===== src/rtl/teoc_pkg.sv =====
package teoc_pkg;
   localparam int NUM_CH = 2;
   typedef enum int {CH_TE = 0, CH_SE = 1} teoc_ch_e;
endpackage


===== src/rtl/teoc_lpf.sv =====
module teoc_lpf #(
   parameter int W = 10,
   parameter int K = 6
) (
   input  logic                clk,
   input  logic                rst_n,
   input  logic                upd_i,
   input  logic signed [W-1:0] x_i,
   output logic signed [W-1:0] y_next_o
);
   localparam int AW = W + K;

   logic signed [AW-1:0] acc_q;
   logic signed [AW-1:0] shr;
   logic signed [AW:0]   sum;
   logic signed [AW-1:0] acc_nxt;
   logic signed [W-1:0]  y_cur;

   always_comb begin
      shr     = acc_q >>> K;
      sum     = {acc_q[AW-1], acc_q} + {{(K + 1){x_i[W-1]}}, x_i} - {shr[AW-1], shr};
      acc_nxt = sum[AW-1:0];
      y_cur   = acc_q[AW-1:K];
      y_next_o = upd_i ? acc_nxt[AW-1:K] : y_cur;
   end

   always_ff @(posedge clk or negedge rst_n) begin
      if (!rst_n)     acc_q <= '0;
      else if (upd_i) acc_q <= acc_nxt;
   end

   assert_lpf_hold_R1: assert property (@(posedge clk) disable iff (!rst_n)
      !upd_i |=> $stable(acc_q));
endmodule


===== src/rtl/teoc_hold.sv =====
module teoc_hold #(
   parameter int W = 10
) (
   input  logic                clk,
   input  logic                rst_n,
   input  logic                load_i,
   input  logic signed [W-1:0] d_i,
   output logic signed [W-1:0] q_o
);
   always_ff @(posedge clk or negedge rst_n) begin
      if (!rst_n)      q_o <= '0;
      else if (load_i) q_o <= d_i;
   end

   assert_offset_load_R2: assert property (@(posedge clk) disable iff (!rst_n)
      load_i |=> q_o == $past(d_i));
   assert_offset_frozen_R3: assert property (@(posedge clk) disable iff (!rst_n)
      !load_i |=> $stable(q_o));
endmodule


===== src/rtl/teoc_sat_sub.sv =====
module teoc_sat_sub #(
   parameter int W = 10
) (
   input  logic                clk,
   input  logic                rst_n,
   input  logic                comp_i,
   input  logic signed [W-1:0] a_i,
   input  logic                vld_i,
   input  logic signed [W-1:0] b_i,
   output logic signed [W-1:0] y_o,
   output logic                vld_o
);
   localparam logic signed [W-1:0] MAXV = {1'b0, {(W - 1){1'b1}}};
   localparam logic signed [W-1:0] MINV = {1'b1, {(W - 1){1'b0}}};

   logic signed [W:0]   diff;
   logic signed [W-1:0] clamped;
   logic signed [W-1:0] res;

   always_comb begin
      diff = {a_i[W-1], a_i} - {b_i[W-1], b_i};
      if (diff[W] != diff[W-1]) clamped = diff[W] ? MINV : MAXV;
      else                      clamped = diff[W-1:0];
      res = comp_i ? clamped : a_i;
   end

   always_ff @(posedge clk or negedge rst_n) begin
      if (!rst_n) begin
         y_o   <= '0;
         vld_o <= 1'b0;
      end else begin
         y_o   <= res;
         vld_o <= vld_i;
      end
   end

   assert_no_wrap_pos_R5: assert property (@(posedge clk) disable iff (!rst_n)
      (comp_i && !a_i[W-1] && b_i[W-1]) |=> !y_o[W-1]);
   assert_no_wrap_neg_R5: assert property (@(posedge clk) disable iff (!rst_n)
      (comp_i && a_i[W-1] && !b_i[W-1]) |=> y_o[W-1]);
   assert_passthru_R6: assert property (@(posedge clk) disable iff (!rst_n)
      !comp_i |=> y_o == $past(a_i));
   assert_valid_delay_R8: assert property (@(posedge clk) disable iff (!rst_n)
      1'b1 |=> vld_o == $past(vld_i));
endmodule


===== src/rtl/te_offset_comp.sv =====
module te_offset_comp #(
   parameter int W = 10,
   parameter int K = 6
) (
   input  logic                clk,
   input  logic                rst_n,
   input  logic                meas_en_i,
   input  logic                comp_en_i,
   input  logic signed [W-1:0] te_i,
   input  logic                te_vld_i,
   input  logic signed [W-1:0] se_i,
   input  logic                se_vld_i,
   output logic signed [W-1:0] te_o,
   output logic                te_vld_o,
   output logic signed [W-1:0] se_o,
   output logic                se_vld_o
);
   import teoc_pkg::*;

   generate
      if (W < 2 || W > 32) begin : g_bad_w
         $error("te_offset_comp: W must lie in 2..32");
      end
      if (K < 1 || K > 16) begin : g_bad_k
         $error("te_offset_comp: K must lie in 1..16");
      end
   endgenerate

   logic signed [W-1:0] y_next;
   logic signed [W-1:0] offset_q;
   logic                lpf_upd;

   logic signed [W-1:0] ch_in  [NUM_CH];
   logic                ch_vin [NUM_CH];
   logic signed [W-1:0] ch_out [NUM_CH];
   logic                ch_vout[NUM_CH];

   assign lpf_upd = meas_en_i & te_vld_i;

   teoc_lpf #(.W(W), .K(K)) u_lpf (
      .clk(clk), .rst_n(rst_n), .upd_i(lpf_upd), .x_i(te_i), .y_next_o(y_next)
   );

   teoc_hold #(.W(W)) u_hold (
      .clk(clk), .rst_n(rst_n), .load_i(meas_en_i), .d_i(y_next), .q_o(offset_q)
   );

   assign ch_in[CH_TE]  = te_i;
   assign ch_in[CH_SE]  = se_i;
   assign ch_vin[CH_TE] = te_vld_i;
   assign ch_vin[CH_SE] = se_vld_i;

   for (genvar c = 0; c < NUM_CH; c++) begin : g_ch
      teoc_sat_sub #(.W(W)) u_sub (
         .clk(clk), .rst_n(rst_n), .comp_i(comp_en_i),
         .a_i(ch_in[c]), .vld_i(ch_vin[c]), .b_i(offset_q),
         .y_o(ch_out[c]), .vld_o(ch_vout[c])
      );
   end

   assign te_o     = ch_out[CH_TE];
   assign se_o     = ch_out[CH_SE];
   assign te_vld_o = ch_vout[CH_TE];
   assign se_vld_o = ch_vout[CH_SE];

   assert_comp_both_R4: assert property (@(posedge clk) disable iff (!rst_n)
      (comp_en_i && te_i == se_i) |=> te_o == se_o);
endmodule


===== config.mk =====
export PLATFORM = sky130hd
export DESIGN_NAME = te_offset_comp
export DESIGN_NICKNAME = d
export VERILOG_FILES = /design/src/rtl/teoc_pkg.sv /design/src/rtl/teoc_lpf.sv /design/src/rtl/teoc_hold.sv /design/src/rtl/teoc_sat_sub.sv /design/src/rtl/te_offset_comp.sv
export SDC_FILE = /design/constraint.sdc
export NUM_CORES = 1
export LEC_CHECK = 0
export BUFFER_PORTS_ARGS = -buffer_cell sky130_fd_sc_hd__buf_2
export CORE_UTILIZATION = 55
export CTS_CLUSTER_SIZE = 28
export DETAILED_ROUTE_END_ITERATION = 8
export MAX_ROUTING_LAYER = met4
export PLACE_DENSITY = 0.75
export REMOVE_ABC_BUFFERS = 1
export SETUP_SLACK_MARGIN = 0.02
export SYNTH_ARGS = -nofsm -noshare
export SYNTH_HDL_FRONTEND = slang
export SYNTH_SLANG_ARGS = --single-unit
export TNS_END_PERCENT = 20

===== constraint.sdc =====
create_clock -name clk -period 2.9 [get_ports clk]
set_input_delay 0.29 -clock clk [delete_from_list [all_inputs] [get_ports clk]]
set_output_delay 0.29 -clock clk [all_outputs]
set_load 0.01 [all_outputs]

==> impl_metrics.json <==
{
  "drive_above_1_share_pct": 15.5,
  "groute.usage.overall_pct": 26.5,
  "dp_hpwl_mm": 7.70,
  "rr_worst_depth": 10,
  "fill_cells": 640,
  "worst_ep_arrival_time_ns": 3.01,
  "slew_headroom_pct": 26.4,
  "min_period_over_period_pct": 94.8,
  "finalSetupViolations": 0,
  "pre_cts_ws_ns": 0.0405,
  "ctsHoldBuffers": 0,
  "ys_seq_area_share_pct": 28.8,
  "dp.cells": 619,
  "synth_top_area_cell": "dfrtp_1",
  "ys_warn_count": 0,
  "start_kind": "flip-flop",
  "initial_core_util_pct": 57.2,
  "seq_area_mm2": 0.00120,
  "min_from": "se_vld_i",
  "via_count": 3564,
  "synthFlopType": "dfrtp_1",
  "firstDrtPassIters": 6,
  "grt_pass1_vias": 3295,
  "fp.dieW_um": 89.1,
  "hold_class": "in -> reg",
  "synth-edff-count": 0,
  "synth.cell_area_mm2": 0.00417,
  "status": "finished, final reports clean",
  "worstSetupPathType": "reg -> reg",
  "worst_slew_pin_slew_ns": 1.10,
  "multiInputGateArea_mm2": 0.00259,
  "grt_pass1_wl_mm": 15.5,
  "viasPerCell": 5.68,
  "rsz0062_at_grt": "yes",
  "drc": 0,
  "finalSetupTns_ns": 0,
  "cts-buffers-inserted": 5,
  "ios": 48,
  "antenna_found_initial": 0,
  "rr_endpoint": "u_hold.q_o[0]",
  "grt_max_degree": 49,
  "cp.required_ns": 3.16,
  "synth_cell_types": 62,
  "overflow": 0,
  "period_needed_ns": 2.75,
  "area_growth_pct": 11.5,
  "dieArea_mm2": 0.00793,
  "timing.fmax_ghz": 0.364,
  "async_flop_share_pct": 100,
  "clock-sinks": 48,
  "cp-end-kind": "flip-flop",
  "rr_startpoint": "u_lpf.acc_q[10]",
  "postSynthCellCount": 482,
  "globalplace.congestion": 0.874,
  "die_h_um": 89.1,
  "cts_max_level": 2,
  "yosys-top-cells-count": "inv_1, dfrtp_1, o21ai_0, ha_1, nand2_1",
  "path_clk_slew_ns": 0.10,
  "final_nets": 608,
  "drt_iter0_markers": 132,
  "rrSetupSlack_ns": 0.15,
  "root_buffer": "clkbuf_8",
  "core_area_mm2": 0.00729,
  "finalNonFillerCells": 628,
  "cts_tree": "built",
  "ant_nets": 0,
  "port_buffers": 47,
  "final.setup.worst_slack_ns": 0.151,
  "final_hold_viol_count": 0,
  "syn_area_per_cell_um2": 8.65,
  "hold-path-endpoint": "g_ch[1].u_sub.vld_o",
  "netlist.area_leader.share_pct": 28.8,
  "ys_ff_latch": 48,
  "hold_depth": 1,
  "wl_per_cell_um": 15.7,
  "synthTopCellsByArea": "dfrtp_1, ha_1, fa_1",
  "clk_path_buf_depth": 2,
  "critPathMaxFanout": 4,
  "rows": 31,
  "clk_latency_ns": 0.31,
  "timing.final.max_slew_violations": 0,
  "n_antenna_cell": 0,
  "wl_mm": 9.84,
  "skew_ns": 0.0120,
  "cap_violations": 0,
  "yosysMostFrequentCell": "inv_1"
}
how the worst max path moves through the flow:
stage                               start                   end  slack (ns)
after floorplan                   te_i[9]       u_lpf.acc_q[15]        0.29
after global placement            te_i[0]  g_ch[0].u_sub.y_o[8]        0.12
after detailed placement          te_i[9]       u_lpf.acc_q[15]        0.04
after CTS                   u_hold.q_o[0]  g_ch[0].u_sub.y_o[8]        0.06
after global routing       u_lpf.acc_q[6]       u_lpf.acc_q[13]        0.01
final                     u_lpf.acc_q[10]         u_hold.q_o[0]        0.15
cell families (layout without fill, tap and decap cells):
group / count (synthesis) / in the layout / synth area share [%]
AO/OA/AOI/OAI: 156 / 156 / 25.3
XOR/XNOR: 21 / 21 / 4.41
adder cells (fa/ha/maj): 54 / 54 / 19.3
buffers and inverters: 99 / 146 / 9.36
flip-flops: 48 / 48 / 28.8
multiplexers: 7 / 7 / 1.83
AND/OR/NAND/NOR: 97 / 97 / 11.0
repair_timing:
item	4_1_cts	5_1_grt
endpoints found under the setup margin	0	14
gates resized for setup	0	6
buffers inserted	0	1
hold endpoints to repair	0	0
worst max-delay path, cell delays in order (launching register included):
cell and delay, ns:
dfrtp_1 0.44, buf_4 0.16, fa_1 0.47, inv_1 0.04
ha_1 0.35, o211ai_1 0.12, a21oi_1 0.08, buf_4 0.14
o21a_1 0.19, o31ai_1 0.46, mux2_2 0.25
sequential cells by signal, indices dropped and copies added (netlist names):
| signal | flops |
|---|---|
| u_hold.q_o | 10 |
| g_ch.u_sub.y_o | 20 |
| u_lpf.acc_q | 16 |
| g_ch.u_sub.vld_o | 2 |
routing by layer:
layer  track usage [%]  up-vias  wire (um)
li1                  -     1753          -
met3              2.68       20        430
met1              32.3     1673       4360
met4              9.24        0        216
met2              46.1      118       4830
met5                 -        -          0
cells in the final DEF (no fill, tap or decap), types with 4 or more instances in the layout:
master / netlist / routed
clkbuf_8: 0 / 5
inv_1: 85 / 85
fa_1: 17 / 17
nand2_1: 32 / 32
nor2_1: 28 / 28
dfrtp_1: 48 / 47
xnor2_1: 12 / 12
o211ai_1: 5 / 5
o21a_1: 9 / 8
o21bai_1: 4 / 4
o2111ai_1: 7 / 7
buf_2: 2 / 47
a21oi_1: 23 / 22
a211oi_1: 4 / 4
o22ai_1: 19 / 19
nor2b_1: 6 / 6
a21o_1: 11 / 11
mux2_2: 5 / 5
ha_1: 37 / 36
o21ai_0: 41 / 41
and2_1: 6 / 6
xor2_1: 9 / 9
nand4_1: 5 / 5
buf_4: 1 / 5
layout make-up:
class                   instances  share of cell area [%]
inverters                      85                    6.86
clock inverters                 3                   0.996
multi-input cells             335                    55.8
well taps                      99                    2.66
repair buffers                 53                    6.30
clock buffers                   5                    1.48
flip-flops and latches         48                    25.9
stage by stage:
step	utilization, %	hold slack (ns)	area, um^2
3_3_place_gp	61.8	0.401	4510
6_report	63.7	0.0720	4650
2_1_floorplan	-	-0.00559	4100
3_5_place_dp	61.8	0.400	4510
5_1_grt	63.7	0.0609	4650
4_1_cts	63.4	0.0674	4620
Power is not shown: default switching activity piles up to over one toggle a cycle in this logic, so the estimate is an artifact.
